**config.mk**
```make
export PLATFORM = sky130hd
export DESIGN_NAME = spiq_master
export DESIGN_NICKNAME = d
export VERILOG_FILES = /design/src/rtl/spiq_pkg.sv /design/src/rtl/spiq_regfile.sv /design/src/rtl/spiq_shifter.sv /design/src/rtl/spiq_master.sv
export SDC_FILE = /design/constraint.sdc
export NUM_CORES = 1
export LEC_CHECK = 0
export ABC_AREA = 1
export BUFFER_PORTS_ARGS = -buffer_cell sky130_fd_sc_hd__buf_2
export CORE_ASPECT_RATIO = 0.8
export CORE_MARGIN = 4
export CORE_UTILIZATION = 40
export DETAILED_ROUTE_END_ITERATION = 16
export HOLD_SLACK_MARGIN = 0.08
export PLACE_DENSITY = 0.62
export SLEW_MARGIN = 20
export SYNTH_ARGS = -nofsm -noshare
export SYNTH_HDL_FRONTEND = slang
export SYNTH_HIERARCHICAL = 1
export SYNTH_SLANG_ARGS = --single-unit
```
**constraint.sdc**
```tcl
create_clock -name clk -period 2.3 [get_ports clk]
set_input_delay 0.345 -clock clk [delete_from_list [all_inputs] [get_ports clk]]
set_output_delay 0.345 -clock clk [all_outputs]
set_load 0.05 [all_outputs]
```
**src/rtl/spiq_pkg.sv**
```systemverilog
package spiq_pkg;
    localparam int Q_DEPTH = 16;
    localparam int PTR_W   = $clog2(Q_DEPTH);
    localparam int BYTE_W  = 8;
    localparam int BIT_W   = $clog2(BYTE_W);
    localparam int DIV_W   = 8;
    localparam int ADDR_W  = 7;

    localparam logic [ADDR_W-1:0] A_START = 7'h30;
    localparam logic [ADDR_W-1:0] A_END   = 7'h31;
    localparam logic [ADDR_W-1:0] A_CTRL  = 7'h32;
    localparam logic [ADDR_W-1:0] A_STAT  = 7'h33;
    localparam logic [ADDR_W-1:0] A_LOCK  = 7'h34;
    localparam logic [ADDR_W-1:0] A_DIV   = 7'h35;

    typedef enum logic [2:0] {PH_IDLE, PH_SETUP, PH_LAUNCH, PH_XFER, PH_GAP} phase_e;
    typedef enum logic [1:0] {SH_IDLE, SH_LOW, SH_HIGH} shst_e;

    typedef struct packed {
        phase_e             st;
        logic               en;
        logic               cont_after;
        logic               done;
        logic               lock;
        logic               cs_act;
        logic [PTR_W-1:0]   sptr;
        logic [PTR_W-1:0]   eptr;
        logic [PTR_W-1:0]   cur;
        logic [DIV_W-1:0]   div;
        logic [DIV_W-1:0]   cnt;
    } ctl_t;

    typedef struct packed {
        shst_e              st;
        logic [DIV_W-1:0]   cnt;
        logic [BIT_W-1:0]   bitn;
        logic [BYTE_W-1:0]  tsr;
        logic [BYTE_W-1:0]  rsr;
        logic               sclk;
    } sh_t;
endpackage

```
**src/rtl/spiq_regfile.sv**
```systemverilog
module spiq_regfile #(
    parameter int DEPTH    = 16,
    parameter int WIDTH    = 8,
    parameter int RD_PORTS = 1,
    localparam int AW      = $clog2(DEPTH)
) (
    input  logic                             clk,
    input  logic                             rst_n,
    input  logic                             we,
    input  logic [AW-1:0]                    waddr,
    input  logic [WIDTH-1:0]                 wdata,
    input  logic [RD_PORTS-1:0][AW-1:0]      raddr,
    output logic [RD_PORTS-1:0][WIDTH-1:0]   rdata
);
    logic [WIDTH-1:0] mem_q [DEPTH];

    always_ff @(posedge clk or negedge rst_n) begin
        if (!rst_n) begin
            for (int i = 0; i < DEPTH; i++) mem_q[i] <= '0;
        end else if (we) begin
            mem_q[waddr] <= wdata;
        end
    end

    for (genvar p = 0; p < RD_PORTS; p++) begin : g_rd
        assign rdata[p] = mem_q[raddr[p]];
    end
endmodule

```
**src/rtl/spiq_shifter.sv**
```systemverilog
module spiq_shifter
    import spiq_pkg::*;
(
    input  logic              clk,
    input  logic              rst_n,
    input  logic              start,
    input  logic [BYTE_W-1:0] tx_byte,
    input  logic [DIV_W-1:0]  div,
    input  logic              miso,
    output logic              sclk,
    output logic              mosi,
    output logic              done,
    output logic [BYTE_W-1:0] rx_byte
);
    sh_t q, d;

    assign sclk    = q.sclk;
    assign mosi    = q.tsr[BYTE_W-1];
    assign rx_byte = q.rsr;
    assign done    = (q.st == SH_HIGH) && (q.cnt == div) && (q.bitn == BIT_W'(BYTE_W-1));

    always_comb begin
        d = q;
        case (q.st)
            SH_IDLE: begin
                if (start) begin
                    d.st   = SH_LOW;
                    d.cnt  = '0;
                    d.bitn = '0;
                    d.tsr  = tx_byte;
                    d.sclk = 1'b0;
                end
            end
            SH_LOW: begin
                if (q.cnt == div) begin
                    d.sclk = 1'b1;
                    d.rsr  = {q.rsr[BYTE_W-2:0], miso};
                    d.cnt  = '0;
                    d.st   = SH_HIGH;
                end else begin
                    d.cnt = q.cnt + 1'b1;
                end
            end
            SH_HIGH: begin
                if (q.cnt == div) begin
                    d.sclk = 1'b0;
                    d.cnt  = '0;
                    if (q.bitn == BIT_W'(BYTE_W-1)) begin
                        d.st = SH_IDLE;
                    end else begin
                        d.tsr  = {q.tsr[BYTE_W-2:0], 1'b0};
                        d.bitn = q.bitn + 1'b1;
                        d.st   = SH_LOW;
                    end
                end else begin
                    d.cnt = q.cnt + 1'b1;
                end
            end
            default: d.st = SH_IDLE;
        endcase
    end

    always_ff @(posedge clk or negedge rst_n) begin
        if (!rst_n) q <= '0;
        else        q <= d;
    end

    // data out holds still for the whole high half of SCLK
    p_mosi_hold_r4: assert property (@(posedge clk) disable iff (!rst_n)
        (q.sclk && $past(q.sclk)) |-> $stable(mosi));
endmodule

```
**src/rtl/spiq_master.sv**
```systemverilog
module spiq_master
    import spiq_pkg::*;
(
    input  logic              clk,
    input  logic              rst_n,
    input  logic              bus_sel,
    input  logic              bus_wr,
    input  logic [ADDR_W-1:0] bus_addr,
    input  logic [BYTE_W-1:0] bus_wdata,
    output logic [BYTE_W-1:0] bus_rdata,
    output logic              spi_sclk,
    output logic              spi_mosi,
    input  logic              spi_miso,
    output logic              spi_cs_n
);
    ctl_t q, d;

    logic                           wr, win, odd, cmdsel;
    logic [PTR_W-1:0]               slot, cslot;
    logic [1:0][BYTE_W-1:0]         tx_rd;
    logic [0:0][BYTE_W-1:0]         rx_rd;
    logic [1:0][0:0]                cmd_rd;
    logic                           sh_start, sh_done;
    logic [BYTE_W-1:0]              sh_rx;
    logic                           last_w, keep_w;

    assign wr     = bus_sel & bus_wr;
    assign win    = (bus_addr[ADDR_W-1:PTR_W+1] == '0);
    assign odd    = bus_addr[0];
    assign slot   = bus_addr[PTR_W:1];
    assign cmdsel = (bus_addr[ADDR_W-1:PTR_W] == 3'b010);
    assign cslot  = bus_addr[PTR_W-1:0];

    spiq_regfile #(.DEPTH(Q_DEPTH), .WIDTH(BYTE_W), .RD_PORTS(2)) u_tx (
        .clk(clk), .rst_n(rst_n),
        .we(wr && win && !odd && !q.en), .waddr(slot), .wdata(bus_wdata),
        .raddr({slot, q.cur}), .rdata(tx_rd)
    );

    spiq_regfile #(.DEPTH(Q_DEPTH), .WIDTH(BYTE_W), .RD_PORTS(1)) u_rx (
        .clk(clk), .rst_n(rst_n),
        .we(sh_done), .waddr(q.cur), .wdata(sh_rx),
        .raddr(slot), .rdata(rx_rd)
    );

    spiq_regfile #(.DEPTH(Q_DEPTH), .WIDTH(1), .RD_PORTS(2)) u_cmd (
        .clk(clk), .rst_n(rst_n),
        .we(wr && cmdsel && !q.en), .waddr(cslot), .wdata(bus_wdata[0]),
        .raddr({cslot, q.cur}), .rdata(cmd_rd)
    );

    spiq_shifter u_sh (
        .clk(clk), .rst_n(rst_n), .start(sh_start), .tx_byte(tx_rd[0]),
        .div(q.div), .miso(spi_miso), .sclk(spi_sclk), .mosi(spi_mosi),
        .done(sh_done), .rx_byte(sh_rx)
    );

    assign spi_cs_n = ~q.cs_act;

    always_comb begin
        bus_rdata = '0;
        if (win) begin
            bus_rdata = odd ? rx_rd[0] : tx_rd[1];
        end else if (cmdsel) begin
            bus_rdata = BYTE_W'(cmd_rd[1]);
        end else begin
            case (bus_addr)
                A_START: bus_rdata = BYTE_W'(q.sptr);
                A_END:   bus_rdata = BYTE_W'(q.eptr);
                A_CTRL:  bus_rdata = BYTE_W'({q.cont_after, q.en});
                A_STAT:  bus_rdata = BYTE_W'(q.done);
                A_LOCK:  bus_rdata = BYTE_W'(q.lock);
                A_DIV:   bus_rdata = q.div;
                default: bus_rdata = '0;
            endcase
        end
    end

    always_comb begin
        d        = q;
        sh_start = 1'b0;
        last_w   = (q.cur == q.eptr);
        keep_w   = cmd_rd[0][0] & (!last_w | q.cont_after | q.lock);

        if (wr && bus_addr == A_STAT && !bus_wdata[0]) d.done = 1'b0;
        if (wr && bus_addr == A_LOCK) begin
            d.lock = bus_wdata[0];
            if (!bus_wdata[0] && q.st == PH_IDLE) d.cs_act = 1'b0;
        end
        if (wr && !q.en) begin
            if (bus_addr == A_START) d.sptr = bus_wdata[PTR_W-1:0];
            if (bus_addr == A_END)   d.eptr = bus_wdata[PTR_W-1:0];
            if (bus_addr == A_DIV)   d.div  = bus_wdata;
        end

        case (q.st)
            PH_IDLE: begin
                if (wr && bus_addr == A_CTRL) begin
                    d.cont_after = bus_wdata[1];
                    if (bus_wdata[0]) begin
                        d.en     = 1'b1;
                        d.cur    = q.sptr;
                        d.cnt    = '0;
                        d.cs_act = 1'b1;
                        d.st     = q.cs_act ? PH_LAUNCH : PH_SETUP;
                    end
                end
            end
            PH_SETUP: begin
                if (q.cnt == q.div) begin
                    d.cnt = '0;
                    d.st  = PH_LAUNCH;
                end else begin
                    d.cnt = q.cnt + 1'b1;
                end
            end
            PH_LAUNCH: begin
                sh_start = 1'b1;
                d.st     = PH_XFER;
            end
            PH_XFER: begin
                if (sh_done) begin
                    if (last_w) begin
                        d.en         = 1'b0;
                        d.cont_after = 1'b0;
                        d.done       = 1'b1;
                        d.cs_act     = keep_w;
                        d.st         = PH_IDLE;
                    end else begin
                        d.cur = q.cur + 1'b1;
                        if (keep_w) begin
                            d.st = PH_LAUNCH;
                        end else begin
                            d.cs_act = 1'b0;
                            d.cnt    = '0;
                            d.st     = PH_GAP;
                        end
                    end
                end
            end
            PH_GAP: begin
                if (q.cnt == q.div) begin
                    d.cnt    = '0;
                    d.cs_act = 1'b1;
                    d.st     = PH_SETUP;
                end else begin
                    d.cnt = q.cnt + 1'b1;
                end
            end
            default: d.st = PH_IDLE;
        endcase
    end

    always_ff @(posedge clk or negedge rst_n) begin
        if (!rst_n) q <= '0;
        else        q <= d;
    end

    // every SCLK rising edge falls inside an asserted chip-select frame
    p_cs_frame_r5: assert property (@(posedge clk) disable iff (!rst_n)
        $rose(spi_sclk) |-> !spi_cs_n);

    // serial clock rests low while the sequencer is idle
    p_sclk_rest_r1: assert property (@(posedge clk) disable iff (!rst_n)
        (q.st == PH_IDLE) |-> !spi_sclk);

    // enable only drops together with the done flag being raised
    p_en_drop_r8: assert property (@(posedge clk) disable iff (!rst_n)
        $fell(q.en) |-> q.done);

    // pointers and divider are frozen during a run
    p_cfg_frozen_r10: assert property (@(posedge clk) disable iff (!rst_n)
        (q.en && $past(q.en)) |-> ($stable(q.sptr) && $stable(q.eptr) && $stable(q.div)));
endmodule

```
After elaboration in Yosys (flattened, before gate mapping) --
Index checks and enable logic that the tools add are counted.
Word-level totals: bits in registers 338, input bits 20
Cells by class: $add $sub $neg 4, order comparisons 6, eq/ne operators 29, muxes and demuxes 77, bitwise logic cells 8, reductions and logical operators 43
Operators by type and width (count):
- $bwmux W128 | 2
- $mux W8 | 18
- $bmux W8 S4 | 3
- $demux W8 S4 | 2
- $pmux W8 S6 | 1
- $eq A7 B6 Y1 const B | 6
- $pmux W8 S3 | 1
- $mux W11 | 2
- $pmux W11 S2 | 1
- $mux W21 | 1
- $mux W1 | 20
- $mux W4 | 5
- $ne A2 B2 Y1 const B | 10
- $add A8 B1 Y8 const B | 2
- $bwmux W16 | 1
- $eq A8 B8 Y1 | 2
- $logic_and A1 B1 Y1 | 16
- $pmux W8 S2 | 1
- $ge A5 B5 Y1 const B | 3
- $lt A5 B1 Y1 const B | 3
- $mux W3 | 5
- $not A4 Y5 | 3
- $pmux W3 S5 | 1
- $reduce_and A5 Y1 | 3
- 31 further kinds | 55

Longest topological paths before layout --
depth after elaboration 9, gate-level depth with buffers 16, mapped depth without buffers 16

Cells and area by module --
Netlist, hierarchy kept.
By module, submodules not included:
- spiq_regfile (u_tx) | times used 1, cells each 1125, area each 7507.2 um^2, seq. area each 3203.1 um^2
- spiq_regfile (u_rx) | times used 1, cells each 850, area each 6271.0 um^2, seq. area each 3203.1 um^2
- spiq_master | times used 1, cells each 363, area each 2398.6 um^2, seq. area each 900.9 um^2
- spiq_shifter | times used 1, cells each 232, area each 1781.7 um^2, seq. area each 750.7 um^2
- spiq_regfile (u_cmd) | times used 1, cells each 169, area each 1069.8 um^2, seq. area each 400.4 um^2

Worst setup path after synthesis --
No wires, ideal clock.
path kind input -> output, from input bus_addr[1], to output bus_rdata[1], data arrival time 2.339 ns, data required time 1.955 ns, slack -0.384 ns, stages on the path 10, buffers on the path 2, cells stage by stage clkbuf_1 -> clkinv_1 -> clkbuf_1 -> nand2_1 -> nand3_1 -> nand3_1 -> nand3_1 -> nand2_1 -> nor2_1 -> o21ai_0
RTL lines:
- start, declared | line spiq_master.sv:8 | input logic [ADDR_W-1:0] bus_addr,
- end, declared | line spiq_master.sv:10 | output logic [BYTE_W-1:0] bus_rdata,

==> qor.txt <==
Synth Flop Type: dfrtp_1
Layout net count: 2853
CTS sink count: 338
DRT iter0 DRCs: 2317
Worst path cell trace: inv_2 > nand2_1 > nand3_1 > nand3_1 > nand3_2 > nand2_2 > nor2_2 > o21ai_2 > inv_1 > nand3b_1 > buf_6
Syn nets: 2769
MaxCap Viol Count: 0
P_leak: 11.2 nW
Fmax: 0.419 GHz
Pins Over Slew Limit: 0
Total GRT Usage: 24.4%
Mapped Area: 19000 sq um
CP Data Required Time: 1960 ps
Fin. Hold Viols: 0
Share of post-route cells with drive strength above 1: 13.1%
DPL Wire Length: 42.7 mm
Reg clk slew, reported paths: 60 ps
Pwr Total: 15.2 mW
WP buf/inv: 3
Post-route setup slack: -84.2 ps
DR WL/cell: 18.1 um
Vias: 18500
Largest net degree at the start of global routing: 67
Hold Worst Slack: 119 ps
Total grt overflow: 0
ANT cells: 0
Startpoint types: flop
Synth Warn #: 6
Delay-heaviest family, CP: simple AND/OR/NAND/NOR gates
Failing checks: setup timing
Sw frac: 27.8%
Comb power frac: 14.6%
Worst stage delay on the critical path: 390 ps
I/O pin cnt: 31
Critical path arrival: 2040 ps
Fillers: 4624
Net Sw Power: 4.23 mW
DIE HEIGHT: 203 um
Post-synth ARST share: 100%
CTS Root Cell: clkbuf_16
Skew final: 24.2 ps
# rows: 71
Critical path capture point type: output port
Sequential fraction of the synthesis area: 44.5%
I/O Buffers: 30
CTS H-tree lvls: 2
CTS tree: built
Fin crit period: 2380 ps
Rel. slew slack: 62.8%
Non-Filler Instances: 3468
Run status: complete, but fails checks
DRT Wirelength: 62.7 mm
Setup CP Type: flop to output port
Core Area: 47000 sq um
Critical path's slowest cell: dfrtp_1
Drt drc: 0
Pre-CTS WS: -191 ps
Post-synthesis average cell area: 6.95 sq um
Crit path max fanout: 2
Most Frequent Cell on Critical Path: nand3_1
Flop pwr share: 41.8%
Routed Antenna Nets: 0
Die ar.: 51100 sq um
Worst-skew pair later-pin latency: 560 ps
Post-DR vias/cell: 5.34
PD cells: 676 nW/um^2
Vias in the first global route: 17300
P_int: 11.0 mW
Initial core utilization: 40.5%
Mapped Cells: 2739
TritonRoute pass-1 iters: 6
Post-synth EDFFs: 0
Reg-to-reg slack, setup: 150 ps
First-pass GRT wire length: 99.7 mm
Area grow syn2layout: 18.5%
Total CTS buffers: 39
Seq cells post-synth: 338
Clock power frac: 43.6%
RSZ-0062 raised after global routing: yes
Hold/Removal Path Class: input port to flop
Crit share post-route: 104%
Peak supply drop: 0.000472 V
Die width: 252 um
Netlist cell types: 40
Slew @ Worst Pin: 559 ps
Final setup vio count: 8
Clock buffer depth: 3
Initial antenna violation count: 0
Post-Place Cells: 3391
Gpl congestion: 0.921
worst min-delay path, cell delays in order:
cell     delay, ps
buf_2          160
nand2_1         60
o21ai_0         60
power by group through the flow:
stage,Combinational (mW),Clock (mW),Sequential (mW)
6_report,2.22,6.64,6.37
5_1_grt,2.46,7.02,6.40
4_1_cts,2.15,6.78,6.37
3_5_place_dp,2.09,0,6.47
3_3_place_gp,2.05,0,6.46
2_1_floorplan,1.33,0,6.45
cell usage after synthesis, drive strengths merged, types with 4 or more instances:
| library cell | number | area share, % |
|---|---|---|
| xor2 | 6 | 0.28 |
| nand4 | 25 | 0.82 |
| clkbuf | 73 | 1.4 |
| nand2 | 975 | 19 |
| a21oi | 11 | 0.33 |
| inv | 387 | 7.6 |
| nor2 | 77 | 1.7 |
| xnor2 | 10 | 0.46 |
| nand3 | 411 | 11 |
| buf | 70 | 2.1 |
| ha | 10 | 0.66 |
| o21ai | 316 | 8.4 |
| or2 | 4 | 0.13 |
| dfrtp | 338 | 44 |
| nor3 | 7 | 0.44 |
through the flow:
stage	cell area [sq um]	util (%)	setup TNS [ps]
floorplan	19100	-	-5.33
global placement	20800	44.2	-1070
detailed placement	20800	44.2	-1040
CTS	22300	47.5	-440
global route	22600	48.0	-858
finish	22600	48.0	-398
repair_timing:
action | in CTS | in global routing
pin swaps | 17 | 18
setup buffers | 1 | 5
endpoints found under the setup margin | 8 | 34
gates resized for setup | 51 | 60
cloned | 2 | 1
hold buffers | 2 | 0
endpoints found under the hold margin | 42 | 0
cell usage in the layout, fill, tap and decap left out, drive strengths merged, types with 3 or more instances in the layout:
master / count
or2: 4
ha: 10
bufinv: 7
dfrtp: 338
xor2: 6
nor2: 77
inv: 387
nor4: 3
a31oi: 3
clkinv: 6
nor3: 7
buf: 182
xnor2: 10
a21oi: 11
nand4: 25
o22ai: 3
clkbuf: 52
nand2: 975
o21ai: 316
nand3: 411
o2111ai: 3
clkinvlp: 3
state kept, by name, indices dropped and copies added (netlist names):
signal	cells
u_tx/mem_q	128
u_rx/mem_q	128
u_sh/rx_byte	8
u_cmd/mem_q	16
u_sh/mosi	1
u_sh/sclk	1
q	36
u_sh/q	20
final timing paths:
path,startpoint,endpoint,depth (start not counted)
worst max-delay path,u_tx/mem_q[80]$_DFFE_PN0P_,bus_rdata[0],11
worst min-delay path,bus_wdata[2],u_tx/mem_q[106]$_DFFE_PN0P_,3
worst max register to register,q[11]$_DFFE_PN0P_,u_rx/mem_q[80]$_DFFE_PN0P_,11
worst min register to register,u_rx/mem_q[94]$_DFFE_PN0P_,u_rx/mem_q[94]$_DFFE_PN0P_,2
max in group asynchronous,rst_n,q[11]$_DFFE_PN0P_,3
min in group asynchronous,rst_n,u_rx/mem_q[43]$_DFFE_PN0P_,2
final cells by class:
class / count / area (sq um) / area share (%)
Multi-Input combinational cell: 1869 / 8700 / 38.6
Timing Repair Buffer: 186 / 1810 / 8.03
Clock buffer: 52 / 1080 / 4.81
Inverter: 389 / 1460 / 6.49
Sequential cell: 338 / 8460 / 37.5
Clock inverter: 14 / 254 / 1.13
Tap cell: 620 / 776 / 3.44
layer usage:
metal	vias up	track usage, %	share of wire, %
li1	8774	-	-
met1	8751	38.8	47
met2	905	34.2	41
met3	92	4.34	10
met4	0	5.71	2.0
met5	-	0	0
logic make-up after synthesis:
| group | share of synthesized area (%) |
|---|---|
| DFF | 44.5 |
| and+or+nand+nor | 33.8 |
| xor gates and xnor gates | 0.736 |
| adders and majority gates | 0.658 |
| AOI/OAI and AO/OA | 9.19 |
| buffers and inverters | 11.2 |
Note: power is estimated with default switching activity, not from simulation.
